$ cat src/rtl/pll_lock_pkg.sv
package pll_lock_pkg;
  typedef enum logic [1:0] {
    SEL_LOCK = 2'b00,
    SEL_REF  = 2'b01,
    SEL_AUX  = 2'b10,
    SEL_MAIN = 2'b11
  } pin_sel_e;
endpackage

$ cat src/rtl/lock_judge.sv
module lock_judge #(
  parameter int ERR_TOL = 1,
  parameter int GOOD_N  = 4
) (
  input  logic clk,
  input  logic rst_n,
  input  logic en,
  input  logic tick,
  input  logic up,
  input  logic dn,
  output logic locked
);
  localparam int CW = $clog2(ERR_TOL + 1) + 1;
  localparam int GW = $clog2(GOOD_N + 1);
  localparam logic [CW-1:0] CAP = CW'(ERR_TOL);

  logic [CW-1:0] err_cnt, win_err, err_sat;
  logic [GW-1:0] good_cnt;
  logic          in_range;

  // error cycles in the current window, including this cycle
  always_comb begin
    win_err  = err_cnt + {{(CW-1){1'b0}}, (up | dn)};
    err_sat  = (win_err > CAP) ? CAP : win_err;
    in_range = (win_err < CAP);
  end

  always_ff @(posedge clk) begin
    if (!rst_n || !en) begin
      err_cnt  <= '0;
      good_cnt <= '0;
      locked   <= 1'b0;
    end else if (tick) begin
      err_cnt <= '0;
      if (in_range) begin
        if (good_cnt != GW'(GOOD_N)) good_cnt <= good_cnt + 1'b1;
        locked <= (good_cnt >= GW'(GOOD_N - 1));
      end else begin
        good_cnt <= '0;
        locked   <= 1'b0;
      end
    end else begin
      err_cnt <= err_sat;
    end
  end

  AST_LOCK_ONLY_AT_TICK: assert property (@(posedge clk) disable iff (!rst_n)
    $rose(locked) |-> $past(tick));
  AST_LOCK_NEEDS_CLEAN: assert property (@(posedge clk) disable iff (!rst_n)
    $rose(locked) |-> $past(in_range));
  AST_DROP_ON_MISS: assert property (@(posedge clk) disable iff (!rst_n)
    (en && tick && !in_range) |=> !locked);
  AST_OFF_CLEARS: assert property (@(posedge clk) disable iff (!rst_n)
    !en |=> !locked);
endmodule

$ cat src/rtl/sel_reg.sv
module sel_reg
  import pll_lock_pkg::*;
(
  input  logic       clk,
  input  logic       rst_n,
  input  logic       wr,
  input  logic [1:0] din,
  output pin_sel_e   sel_q
);
  always_ff @(posedge clk) begin
    if (!rst_n)  sel_q <= SEL_LOCK;
    else if (wr) sel_q <= pin_sel_e'(din);
  end

  AST_SEL_HOLD: assert property (@(posedge clk) disable iff (!rst_n)
    !wr |=> $stable(sel_q));
endmodule

$ cat src/rtl/status_mux.sv
module status_mux
  import pll_lock_pkg::*;
(
  input  logic     clk,
  input  logic     rst_n,
  input  pin_sel_e sel,
  input  logic     lock_all,
  input  logic     ref_tick,
  input  logic     aux_pulse,
  input  logic     main_pulse,
  output logic     status_o
);
  logic pin_d;

  always_comb begin
    case (sel)
      SEL_LOCK: pin_d = lock_all;
      SEL_REF:  pin_d = ref_tick;
      SEL_AUX:  pin_d = ~aux_pulse;
      SEL_MAIN: pin_d = ~main_pulse;
    endcase
  end

  always_ff @(posedge clk) begin
    if (!rst_n) status_o <= 1'b0;
    else        status_o <= pin_d;
  end

  AST_REF_IDLE_LOW: assert property (@(posedge clk) disable iff (!rst_n)
    ($past(sel) == SEL_REF && !$past(ref_tick)) |-> !status_o);
  AST_AUX_IDLE_HIGH: assert property (@(posedge clk) disable iff (!rst_n)
    ($past(sel) == SEL_AUX && !$past(aux_pulse)) |-> status_o);
  AST_MAIN_IDLE_HIGH: assert property (@(posedge clk) disable iff (!rst_n)
    ($past(sel) == SEL_MAIN && !$past(main_pulse)) |-> status_o);
endmodule

$ cat src/rtl/pll_lock_mux.sv
module pll_lock_mux
  import pll_lock_pkg::*;
#(
  parameter int ERR_TOL = 1,
  parameter int GOOD_N  = 4
) (
  input  logic       clk,
  input  logic       rst_n,
  input  logic       ref_tick,
  input  logic       main_div_pulse,
  input  logic       aux_div_pulse,
  input  logic       main_up,
  input  logic       main_dn,
  input  logic       aux_up,
  input  logic       aux_dn,
  input  logic       main_en,
  input  logic       aux_en,
  input  logic       sel_wr,
  input  logic [1:0] sel_din,
  output logic       status_o
);
  localparam int NLOOP = 2;  // index 0 = main, 1 = aux

  logic [NLOOP-1:0] en_v, up_v, dn_v, lk_v, ok_v;
  logic             lock_all;
  pin_sel_e         sel_q;

  assign en_v = {aux_en, main_en};
  assign up_v = {aux_up, main_up};
  assign dn_v = {aux_dn, main_dn};

  for (genvar i = 0; i < NLOOP; i++) begin : g_loop
    lock_judge #(.ERR_TOL(ERR_TOL), .GOOD_N(GOOD_N)) u_judge (
      .clk(clk), .rst_n(rst_n), .en(en_v[i]), .tick(ref_tick),
      .up(up_v[i]), .dn(dn_v[i]), .locked(lk_v[i])
    );
    assign ok_v[i] = lk_v[i] | ~en_v[i];
  end

  assign lock_all = &ok_v;

  sel_reg u_sel (
    .clk(clk), .rst_n(rst_n), .wr(sel_wr), .din(sel_din), .sel_q(sel_q)
  );

  status_mux u_mux (
    .clk(clk), .rst_n(rst_n), .sel(sel_q), .lock_all(lock_all),
    .ref_tick(ref_tick), .aux_pulse(aux_div_pulse),
    .main_pulse(main_div_pulse), .status_o(status_o)
  );

  AST_BOTH_LOOPS_OK: assert property (@(posedge clk) disable iff (!rst_n)
    (status_o && $past(sel_q) == SEL_LOCK) |-> ($past(ok_v[0]) && $past(ok_v[1])));
  AST_RESET_LOW: assert property (@(posedge clk)
    !$past(rst_n) |-> !status_o);
endmodule

$ cat config.mk
export PLATFORM = sky130hd
export DESIGN_NAME = pll_lock_mux
export DESIGN_NICKNAME = d
export VERILOG_FILES = /design/src/rtl/pll_lock_pkg.sv /design/src/rtl/lock_judge.sv /design/src/rtl/sel_reg.sv /design/src/rtl/status_mux.sv /design/src/rtl/pll_lock_mux.sv
export SDC_FILE = /design/constraint.sdc
export NUM_CORES = 1
export LEC_CHECK = 0
export BUFFER_PORTS_ARGS = -buffer_cell sky130_fd_sc_hd__buf_2
export CAP_MARGIN = 20
export CORE_MARGIN = 2
export CORE_UTILIZATION = 40
export CTS_BUF_LIST = sky130_fd_sc_hd__clkbuf_16
export DETAILED_ROUTE_END_ITERATION = 7
export GPL_TIMING_DRIVEN = 0
export HOLD_SLACK_MARGIN = 0.1
export RECOVER_POWER = 50
export SETUP_SLACK_MARGIN = 0.02
export SKIP_CTS_REPAIR_TIMING = 1
export SYNTH_ARGS = -nofsm -noshare
export SYNTH_HDL_FRONTEND = slang
export SYNTH_HIERARCHICAL = 1
export SYNTH_SLANG_ARGS = --single-unit
$ cat constraint.sdc
create_clock -name clk -period 5.3 [get_ports clk]
set_input_delay 0.795 -clock clk [delete_from_list [all_inputs] [get_ports clk]]
set_output_delay 0.795 -clock clk [all_outputs]
set_load 0.02 [all_outputs]
# == Word level (Yosys, flattened, before mapping) ==
# Cells that the tools add are included.
# op_classes
eq_ne,7
add_sub_neg,4
magnitude_cmp,6
n_reduce_logical,13
muxes,9
bitwise_logic,8
# op_table
cell,n
3-bit two-way mux,4
"3-bit by 1-bit adder with 3-bit output, second input constant",2
"3-bit by 2-bit greater-or-equal comparator with 1-bit output, second input constant",2
"3-bit inequality test, second input constant",2
2-bit AND reduction,3
3-bit OR reduction,2
2-bit by 1-bit adder with 2-bit output,2
"2-bit == test, second input constant",2
"2-bit by 1-bit greater-than comparator with 1-bit output, second input constant",2
"2-bit by 1-bit less-than comparator with 1-bit output, second input constant",2
1-bit two-way mux,4
"2-bit inequality test, second input constant",2
1-bit NOT,4
1-bit OR,4
1-bit case mux with 4 select lines,1
2-bit OR reduction,2
1-bit zero test,3
"2-bit by 1-bit == test with 1-bit output, second input constant",1
2-bit zero test,1
1-bit logical OR,2
# totals
register_bits,15
out_inout_bits,1
elab_cells,57

# == Logic depth before layout (Yosys ltp) ==
# Gate-level depths: netlist (run 1).
# depth
ltp_word,5
depth_mapped,5
ltp_nobuf,5

# == Modules after synthesis ==
# The synthesis (run 1) kept the hierarchy.
# by_module_without_submodules
mod,instances,area_per_inst_um2,cells_each
lock_judge,2,365.4,39
sel_reg,1,72.6,6
status_mux,1,63.8,6
pll_lock_mux,1,20.0,3

# == Worst setup path before layout (run 1) ==
# OpenSTA, ideal clock, no wires.
# synth_path
kind,input to register
from,input port main_dn
to,register g_loop[0].u_judge.good_cnt[0]
arrival_ns,2.132
n_path_buf,0
stages,5
t_required_ns,5.226
setup_time_ns,0.074
slack_ns,3.094
path_cell_list,or2_2 > ha_1 > xnor2_4 > or4b_1 > a31oi_1
# synth_between
elab_chain_cells,5
elab_cells_between_ends,6
# synth_rtl
item,line_no,source
from (decl),pll_lock_mux.sv:13,"input logic main_dn,"
1-bit OR *,lock_judge.sv:23,"win_err = err_cnt + {{(CW-1){1'b0}}, (up | dn)};"
2-bit by 1-bit adder with 2-bit output *,lock_judge.sv:23,
2-bit by 1-bit less-than comparator with 1-bit output *,lock_judge.sv:25,in_range = (win_err < CAP);
2-bit inequality test (no source line),n/a,
2-bit AND reduction (no source line),n/a,
to (signal assigned),lock_judge.sv:36,if (good_cnt != GW'(GOOD_N)) good_cnt <= good_cnt + 1'b1;
to (decl),lock_judge.sv:18,logic [GW-1:0] good_cnt;
# Every way passes the cells marked *; elsewhere a longest branch is shown, timed or not.
# A chain may end at the register's enable or synchronous reset.

# == Worst setup path after layout (run 1) ==
# Same ends and word-level chain as after synthesis.

==> key figures, run 1 <==
Clocking
  – TritonCTS Buffers: 3
  – CTS tree: built
  – Clock root cell: clkbuf_16
  – Count of clock tree sinks: 15
  – Worst-Skew Late Latency: 0.25 ns
  – Htree depth: 1
  – Clock transition at the registers of the reported paths: roughly 0.050 ns
  – Max Buffers Root-to-Sink: 2

Timing
  – Final period util: 0.445
  – Final hold vios: 0
  – Fmax: approximately 420 MHz
  – Post-route minimum period: approximately 2.4 ns
  – Final setup viols: 0
  – Final Max Slew Viols: 0
  – Sum Neg Setup Slack: 0 ns
  – Slew margin rel.: 0.600
  – RSZ-0062 raised after global routing: false
  – Max Clock Skew: between 0.0015 and 0.002 ns
  – Worst-margin pin slew: approximately 0.60 ns

Routing
  – Final wirelength: between 1500 and 2000 um
  – Via Count: between 700 and 800
  – Drt wl/cell: ~11 um
  – Number of remaining DRC errors: 0
  – ANT nets after route: 0
  – DRT Pass-1 Iters: 4
  – Via density: slightly above 5
  – Initial DRC Count: 18

Logic synthesis
  – Post-synth net total: roughly 120
  – Seq/Total Area, Yosys: 0.339
  – Seq cells post-synth: 15
  – Synthesized area: a little under 900 um^2
  – Syn Inst Count: just over 90
  – Most common flop cell mapped by yosys: dfxtp_1
  – Avg Synthesized Cell Area: between 9 and 10 um^2
  – Post-synth cell types: 21
  – Async set or reset register ratio after synthesis: 0
  – Synth Warn #: 6
  – EDFF count, synth: 0

Setup path
  – Worst Setup Path Type: input port to register
  – Origin of the critical flop-to-flop path: g_loop[0].u_judge/err_cnt[0]
  – Max stage delay on crit path: 0.51 ns
  – Crit start category: input port
  – CP max stage cell: xnor2_1
  – Reg2Reg Capture Point: g_loop[0].u_judge/good_cnt[0]
  – Crit path capture type: register
  – Crit path required time: 5.47 ns
  – CP Cell Sequence: buf_2, or2_2, ha_1, xnor2_1, or4b_1, a31oi_1
  – Worst path arrival time: ~2.5 ns
  – Reg2reg setup slack: about 3.6 ns
  – Worst-case reg-to-reg path depth: 4
  – Worst-path fanout max: 8

Worst hold path
  – WHS Path Cells: 2
  – Hold Crit Start: g_loop[1].u_judge/locked
  – Worst hold endpoint: g_loop[1].u_judge/locked
  – Worst hold path class: register to register

Die
  – Die width: about 51 um
  – FP Rows: 17
  – Core area: approximately 2100 um^2
  – Die area: between 2000 and 3000 um^2
  – Die Height: approximately 50 um
  – I/O pin cnt: 15
  – Initial Utilization: 0.413

Global routing
  – Largest net degree at the start of global routing: 10
  – Initial antenna violation count: 0
  – First-pass GRT wire length: about 2800 um
  – Vias in the first global route: 674
  – Grt ovf: 0
  – Total Routing Usage GR: 0.146

Pwr
  – Power density over the cells: roughly 290 nW/um^2
  – Peak supply drop: 0.000131 V
  – Seq pwr share: 0.399
  – Pleak: roughly 0.4 nW
  – Combinational power share: 0.093
  – Sw Ratio: 0.224
  – Clock power share: 0.507
  – Switch Pwr: about 0.066 mW
  – Pint: 0.229 mW

Job
  – Max Cap Viol: 0

Placement
  – IO buf count: 14
  – Placed cells: between 100 and 150
  – Post-DP HPWL: between 1000 and 1500 um
  – Routability cong.: ~0.74

Layout
  – Layout filler cell count: approximately 220
  – Ant. Diodes: 0
  – Final #Nets: 134
  – Final Non-Filler Cells: 139
  – Share of post-route cells with drive strength above 1: 0.171
  – Synth-to-Final Area Change: 16.2%

Outcome
  – Outcome: completed
[cell families after synthesis]
kind of cell | count (synthesis) | synth area share
other | 2 | 0.00847
DFF | 15 | 0.339
muxes | 4 | 0.0465
adders and majority gates | 8 | 0.113
xor gates and xnor gates | 2 | 0.0621
AOI/OAI and AO/OA | 14 | 0.118
and+or+nand+nor | 36 | 0.262
buffers and inverters | 12 | 0.0508
[power by group through the flow]
stage               Combinational (mW)  Clock, mW  Sequential (mW)
detailed placement              0.0308          0            0.121
global route                    0.0311      0.158            0.118
floorplan                       0.0201          0            0.121
CTS                             0.0310      0.153            0.119
global placement                0.0301          0            0.121
finish                          0.0276      0.150            0.118
[critical path: cells and delay by family]
kind	cells	cell delay (ns)
AND/OR/NAND/NOR	2	0.78
buffers and inverters	1	0.09
XOR/XNOR	1	0.51
adder cells (fa/ha/maj)	1	0.19
AO/OA/AOI/OAI	1	0.17
[synthesized netlist by cell type, types with 2 or more instances]
master / number / area (um^2)
a211o_1: 2 / 17.5
a211oi_1: 2 / 15.0
a21oi_1: 2 / 10.0
a31oi_1: 6 / 37.5
clkbuf_1: 2 / 7.51
conb_1: 2 / 7.51
dfxtp_1: 15 / 300
ha_1: 8 / 100
inv_1: 10 / 37.5
mux2i_1: 3 / 30.0
nand2_1: 7 / 26.3
nand2b_1: 9 / 56.3
nand4_1: 6 / 37.5
nand4b_1: 4 / 35.0
nor2b_1: 4 / 25.0
or2_2: 2 / 12.5
or4b_1: 4 / 40.0
xnor2_4: 2 / 55.1
[worst max-delay path by stage]
stage                               endpoint    start  depth (start not counted)  slack, ns
4_1_cts        g_loop[0].u_judge/good_cnt[0]  main_dn                          6       3.14
5_1_grt        g_loop[1].u_judge/good_cnt[1]   aux_dn                          6       2.81
2_1_floorplan  g_loop[0].u_judge/good_cnt[0]  main_dn                          5       3.09
6_report       g_loop[0].u_judge/good_cnt[0]  main_dn                          6       2.94
3_3_place_gp   g_loop[0].u_judge/good_cnt[0]  main_dn                          6       2.93
3_5_place_dp   g_loop[0].u_judge/good_cnt[0]  main_dn                          6       2.89
[layer usage]
layer  global-route usage  part of all wire  up-vias
met3               0.0351             0.062        5
met2                0.240              0.46       20
li1                     -                 -      368
met5                    0                 0        -
met1                0.167              0.45      322
met4               0.0946             0.024        0
[through the flow]
stage / cell area, um^2 / hold WS [ns] / power, mW / worst slack, ns / utilization
after global routing: 1030 / 0.505 / 0.307 / 2.81 / 0.480
after CTS: 1070 / 0.480 / 0.302 / 3.14 / 0.499
after floorplan: 887 / 0.450 / 0.142 / 3.09 / -
final: 1030 / 0.487 / 0.296 / 2.94 / 0.480
after detailed placement: 992 / 0.472 / 0.152 / 2.89 / 0.462
after global placement: 992 / 0.462 / 0.151 / 2.93 / 0.462
[layout by cell type, fill, tap and decap left out, types with 3 or more instances in the layout]
cell type and n:
a31oi_1 6, buf_2 11, clkbuf_1 5, clkbuf_16 3
dfxtp_1 15, ha_1 8, inv_1 10, mux2i_1 3
nand2_1 7, nand2b_1 9, nand4_1 6, nand4b_1 4
nor2b_1 4, or4b_1 4
[state kept, by name (all words and copies together) (netlist names)]
register / cells
g_loop.u_judge/err_cnt: 4
g_loop.u_judge/good_cnt: 6
g_loop.u_judge/locked: 2
u_mux/status_o: 1
u_sel/sel_q: 2
[area by class of cell]
cell class,instances,area [um^2],area share
Multi-Input combinational cell,66,504,0.489
Sequential cell,15,300,0.291
Clock buffer,3,75.1,0.0728
Timing Repair Buffer,14,66.3,0.0643
Inverter,10,37.5,0.0364
Tap cell,28,35.0,0.0340
Buffer,2,7.51,0.00728
Clock inverter,1,5.00,0.00485
(Power assumes the default switching activity.)
==> run 2: changes to the inputs <==
==> constraint.sdc (replaced) <==
create_clock -name clk -period 2.07 [get_ports clk]
set_input_delay 0.3105 -clock clk [delete_from_list [all_inputs] [get_ports clk]]
set_output_delay 0.3105 -clock clk [all_outputs]
set_load 0.02 [all_outputs]
==> run 2 against run 1 <==
Against the previous run:
- final cell count unchanged
- via count decreased by 0.28%
- hold slack worse by 0.16 ns
- critical path depth unchanged
- non-clock buffer count is the same
- die area unchanged
- critical path type unchanged
- critical endpoint is now g_loop[1].u_judge/good_cnt[1]
- highest routed layer unchanged
==> key figures, run 2 (synthesis gave the netlist of run 1 again) <==
Outcome
  – Outcome: completed

Die
  – I/O pin cnt: 15 (unchanged)
  – Die Height: 51.1 um (unchanged)
  – Initial Utilization: 0.413 (unchanged)
  – Die area: 2610 um^2 (unchanged)
  – Core area: 2150 um^2 (unchanged)
  – FP Rows: 17 (unchanged)
  – Die width: 51.1 um (unchanged)

Clocking
  – Clock transition at the registers of the reported paths: 0.05 ns (about the same)
  – Worst-Skew Late Latency: 0.25 ns (about the same)
  – Count of clock tree sinks: 15 (unchanged)
  – CTS tree: built
  – Clock root cell: clkbuf_16
  – Max Buffers Root-to-Sink: 2 (unchanged)
  – Htree depth: 1 (unchanged)
  – TritonCTS Buffers: 3 (unchanged)

Worst hold path
  – Worst hold endpoint: u_sel/sel_q[1]
  – Worst hold path class: input port to register
  – WHS Path Cells: 3 (+1)
  – Hold Crit Start: sel_din[1]

Timing
  – Fmax: between 500 and 600 MHz
  – Post-route minimum period: between 1.5 and 2 ns
  – Worst hold margin: 0.329 ns (-0.158 ns)
  – Final hold vios: 0 (unchanged)
  – Final Max Slew Viols: 0 (unchanged)
  – Final setup viols: 0 (unchanged)
  – Sum Neg Setup Slack: 0 ns (unchanged)
  – Max Clock Skew: 0.00146 ns (-0.000458 ns)
  – Final period util: 0.807
  – RSZ-0062 raised after global routing: false

Layout
  – Reg with most FFs: g_loop.u_judge/good_cnt
  – Number of flip-flops in the largest register: 6 (unchanged)
  – Synth-to-Final Area Change: 20.7%
  – Ant. Diodes: 0 (unchanged)
  – Biggest registers after layout: g_loop.u_judge/good_cnt: 6 flops, g_loop.u_judge/err_cnt: 4 flops
  – Layout Utilization: 0.499 (+0.0186)
  – Final #Nets: 134 (unchanged)
  – Most frequent cells in the layout: dfxtp_1, buf_2, inv_1
  – Layout filler cell count: 213 (-2.3%)
  – Share of post-route cells with drive strength above 1: 0.207 (+0.0360)
  – Most common cell after layout, fill and taps aside: dfxtp_1

Pwr
  – Switch Pwr: 0.172 mW (+160%)
  – Power density over the cells: 716 nW/um^2 (+150%)
  – Peak supply drop: 0.000347 V (+160%)
  – Seq pwr share: 0.397 (-0.002)
  – Total Power: 0.766 mW (+160%)
  – Combinational power share: 0.102 (+0.009)
  – Clock power share: 0.501 (-0.006)
  – Pint: 0.594 mW (+160%)
  – Pleak: 0.417 nW (+4.6%)
  – Sw Ratio: 0.225 (+0.000964)

Global routing
  – Largest net degree at the start of global routing: 10 (unchanged)
  – Grt ovf: 0 (unchanged)
  – Total Routing Usage GR: 0.146 (unchanged)
  – First-pass GRT wire length: 2770 um (unchanged)
  – Initial antenna violation count: 0 (unchanged)
  – Vias in the first global route: 674 (unchanged)

Placement
  – Routability cong.: 0.737 (unchanged)
  – IO buf count: 14 (unchanged)
  – Post-DP HPWL: 1170 um (unchanged)

Routing
  – Met3 routed WL: 104 um (+5.1%)
  – DR top layer: met4
  – Wire length on met1: 693 um (-3.5%)
  – ANT nets after route: 0 (unchanged)
  – Wire length on met2: 731 um (-0.27%)
  – Via density: 5.13 (-0.28%)
  – Number of remaining DRC errors: 0 (unchanged)
  – Via Count: 713 (-0.28%)
  – DRT Pass-1 Iters: 4 (unchanged)
  – Final wirelength: 1570 um (-1.4%)
  – Initial DRC Count: 23 (+5)
  – Drt wl/cell: 11.3 um (-1.4%)

Setup path
  – Worst-case reg-to-reg path depth: 4 (unchanged)
  – Reg2reg setup slack: 0.53 ns (-3.03 ns)
  – Crit path required time: 2.24 ns (-3.23 ns)
  – Worst-path fanout max: 8 (unchanged)
  – Worst Setup Path Type: input port to register
  – Crit path capture type: register
  – Worst path arrival time: 1.84 ns (-0.70 ns)
  – Origin of the critical flop-to-flop path: g_loop[1].u_judge/err_cnt[0]
  – Reg2Reg Capture Point: g_loop[1].u_judge/good_cnt[1]
  – Crit start category: input port

Job
  – Max Cap Viol: 0 (unchanged)
## run 2: cell types whose count changed in the layout (fill, tap and decap cells not counted)
cell	previous run	this run
xnor2_4	0	2
buf_2	11	13
xnor2_1	2	0
clkbuf_1	5	3
## run 2: worst max-delay path: stages
cell	delay, ns
buf_2	0.09
or2_2	0.28
ha_1	0.24
xnor2_4	0.27
or4b_1	0.46
a31oi_1	0.19
## run 2: power groups by stage
stage	sequential [mW]	combinational, mW	clock, mW
6_report	0.304	0.0783	0.384
5_1_grt	0.305	0.0872	0.404
4_1_cts	0.304	0.0793	0.391
3_5_place_dp	0.310	0.0788	0
3_3_place_gp	0.310	0.0772	0
2_1_floorplan	0.311	0.0514	0
## run 2: metrics by stage
step,std cells,cell area [um^2],worst slack [ns]
6_report,139,1070,0.400
5_1_grt,139,1070,0.306
4_1_cts,139,1070,0.399
3_5_place_dp,135,992,0.141
3_3_place_gp,135,992,0.189
2_1_floorplan,93,887,0.348
## run 2: area by class of cell
| type | instances | area, um^2 | area share |
|---|---|---|---|
| clock buffers | 3 | 75.1 | 0.0701 |
| repair buffers | 14 | 68.8 | 0.0643 |
| well taps | 28 | 35.0 | 0.0327 |
| multi-input cells | 66 | 542 | 0.506 |
| clock inverters | 1 | 5.00 | 0.00467 |
| plain buffers | 2 | 7.51 | 0.00701 |
| flip-flops and latches | 15 | 300 | 0.280 |
| inverters | 10 | 37.5 | 0.0350 |
## run 2: metal layers
layer  track usage  up-vias
met1         0.167      316
met3        0.0351        5
met2         0.240       23
li1              -      369
met4        0.0946        0
met5             0        -
## run 2: how the worst max path moves through the flow
stage               depth (start not counted)                       endpoint  slack [ns]    start
global route                                6  g_loop[1].u_judge/good_cnt[1]        0.31   aux_dn
detailed placement                          6  g_loop[0].u_judge/good_cnt[0]        0.14  main_dn
global placement                            6  g_loop[0].u_judge/good_cnt[0]        0.19  main_dn
floorplan                                   5  g_loop[0].u_judge/good_cnt[0]        0.35  main_dn
CTS                                         6  g_loop[0].u_judge/good_cnt[0]        0.40  main_dn
finish                                      6  g_loop[1].u_judge/good_cnt[1]        0.40   aux_dn
==> run 3: changes to the inputs <==
==> constraint.sdc (replaced) <==
create_clock -name clk -period 1.4 [get_ports clk]
set_input_delay 0.21 -clock clk [delete_from_list [all_inputs] [get_ports clk]]
set_output_delay 0.21 -clock clk [all_outputs]
set_load 0.02 [all_outputs]
==> run 3 against run 2 <==
Against the previous run:
- the run now ends with setup timing left
- setup slack worse by 0.41 ns
- largest power group unchanged
- non-clock buffer count is 5 higher
- register-to-register slack got worse by 0.54 ns
- power grew 50%
- design area increased by 12%
- count of clock-buffer cells in the layout did not move
- sequential power up 48%
==> key figures, run 3 (synthesis gave the netlist of run 1 again) <==
Placement
  – Post-DP Area: 1020 um^2 (+3.0%)
  – Routability cong.: 0.787 (+6.8%)
  – Placed cells: 135 (unchanged)
  – Pre-CTS setup slack: -0.251 ns (-0.392 ns)
  – IO buf count: 14 (unchanged)
  – Post-DP HPWL: 1140 um (-3.0%)

Global routing
  – Vias in the first global route: 660 (-2.1%)
  – Largest net degree at the start of global routing: 10 (unchanged)
  – Initial antenna violation count: 0 (unchanged)
  – First-pass GRT wire length: 2640 um (-4.7%)
  – Grt ovf: 0 (unchanged)
  – Total Routing Usage GR: 0.136 (-0.00944)

Setup path
  – Crit path capture type: register
  – Worst-case reg-to-reg path depth: 4 (unchanged)
  – Crit start category: register
  – Crit path required time: 1.57 ns (-0.67 ns)
  – Reg2reg setup slack: -0.01 ns (-0.54 ns)
  – Worst Setup Path Type: register to register
  – Origin of the critical flop-to-flop path: g_loop[0].u_judge/err_cnt[0]
  – Worst path arrival time: 1.58 ns (-0.26 ns)
  – Reg2Reg Capture Point: g_loop[0].u_judge/good_cnt[0]
  – Worst-path fanout max: 4 (-4)

Timing
  – Final hold vios: 0 (unchanged)
  – Final Max Slew Viols: 0 (unchanged)
  – Fin worst setup slack: -0.0118 ns (-0.411 ns)
  – Post-route minimum period: approximately 1.4 ns
  – Final setup viols: 2 (+2)
  – Final period util: 1.01
  – Max Clock Skew: 0.00359 ns (+0.00213 ns)
  – RSZ-0062 raised after global routing: true
  – Fmax: between 700 and 800 MHz

Job
  – Max Cap Viol: 0 (unchanged)

Routing
  – Drt wl/cell: 11.9 um (+5.7%)
  – DRT Pass-1 Iters: 4 (unchanged)
  – ANT nets after route: 0 (unchanged)
  – Final wirelength: 1720 um (+9.5%)
  – Via density: 5.17 (+0.86%)
  – Number of remaining DRC errors: 0 (unchanged)
  – Initial DRC Count: 5 (-78%)
  – Via Count: 745 (+4.5%)

Layout
  – Ant. Diodes: 0 (unchanged)
  – Share of post-route cells with drive strength above 1: 0.397 (+0.189)
  – Synth-to-Final Area Change: 34.8%
  – Layout filler cell count: 193 (-9.4%)
  – Area of the multi-input gates: 618 um^2 (+14%)
  – Final Non-Filler Cells: 144 (+3.6%)
  – Biggest registers after layout: g_loop.u_judge/good_cnt: 6 flops, g_loop.u_judge/err_cnt: 4 flops
  – Reg with most FFs: g_loop.u_judge/good_cnt
  – Layout Utilization: 0.557 (+0.0582)
  – Register area: 310 um^2 (+3.3%)
  – Fin area: 1200 um^2 (+12%)
  – Most common cell after layout, fill and taps aside: buf_2
  – Most frequent cells in the layout: buf_2, nand2b_1, dfxtp_1
  – Number of flip-flops in the largest register: 6 (unchanged)
  – Final #Nets: 139 (+3.7%)

Clocking
  – Worst-Skew Late Latency: 0.25 ns (about the same)
  – CTS tree: built
  – Count of clock tree sinks: 15 (unchanged)
  – Clock root cell: clkbuf_16
  – Clock transition at the registers of the reported paths: 0.05 ns (about the same)
  – Htree depth: 1 (unchanged)
  – Max Buffers Root-to-Sink: 2 (unchanged)
  – TritonCTS Buffers: 3 (unchanged)

Die
  – I/O pin cnt: 15 (unchanged)
  – Die width: 51.1 um (unchanged)
  – Core area: 2150 um^2 (unchanged)
  – Die Height: 51.1 um (unchanged)
  – FP Rows: 17 (unchanged)
  – Initial Utilization: 0.413 (unchanged)
  – Die area: 2610 um^2 (unchanged)

Worst hold path
  – Worst hold path class: input port to register
  – Worst hold endpoint: u_sel/sel_q[1]
  – WHS Path Cells: 3 (unchanged)
  – Hold Crit Start: sel_din[1]

Pwr
  – Pleak: 0.459 nW (+10%)
  – Peak supply drop: 0.000610 V (+76%)
  – Power density over the cells: 962 nW/um^2 (+34%)
  – Total Power: 1.15 mW (+50%)

Outcome
  – Failing checks: setup timing
  – Outcome: finished with violations
## run 3: layout make-up
type                       instances  area share
clock inverter                     1     0.00314
buffer                             2     0.00628
clock buffer                       3      0.0628
inverter                          10      0.0335
multi-input combinational         66       0.517
sequential                        15       0.259
timing repair buffer              19      0.0889
tap                               28      0.0293
## run 3: critical path: stages (launching register included)
cell and delay [ns]:
dfxtp_2 0.32, ha_4 0.17, xnor2_4 0.19, or4b_4 0.48, a31oi_1 0.17
## run 3: worst max-delay path by stage
stage	cells past startpoint	slack, ns	start	end
2_1_floorplan	5	-0.04	main_dn	g_loop[0].u_judge/good_cnt[1]
3_3_place_gp	6	-0.26	main_dn	g_loop[0].u_judge/good_cnt[1]
3_5_place_dp	6	-0.25	aux_dn	g_loop[1].u_judge/good_cnt[0]
4_1_cts	5	-0.02	g_loop[0].u_judge/good_cnt[0]	g_loop[0].u_judge/good_cnt[1]
5_1_grt	5	-0.07	g_loop[0].u_judge/good_cnt[1]	g_loop[0].u_judge/good_cnt[0]
6_report	4	-0.01	g_loop[0].u_judge/err_cnt[0]	g_loop[0].u_judge/good_cnt[0]
## run 3: stage by stage
step	setup TNS [ns]	hold WS (ns)
after floorplan	-0.163	0.338
after global placement	-0.906	0.461
after detailed placement	-0.920	0.461
after CTS	-0.0194	0.239
after global routing	-0.153	0.247
final	-0.0148	0.233
## run 3: where the power goes
part | internal [mW] | switching [mW] | total [mW] | leakage [nW]
logic | 0.0766 | 0.0653 | 0.142 | 0.291
clock network | 0.379 | 0.180 | 0.559 | 0.0423
registers | 0.439 | 0.0106 | 0.450 | 0.126
total | 0.895 | 0.256 | 1.15 | 0.459
## run 3: layer usage
layer  global-route usage  share of wire
met3               0.0409          0.056
met1                0.156           0.45
met4               0.0856          0.024
met2                0.221           0.47
met5                    0              0
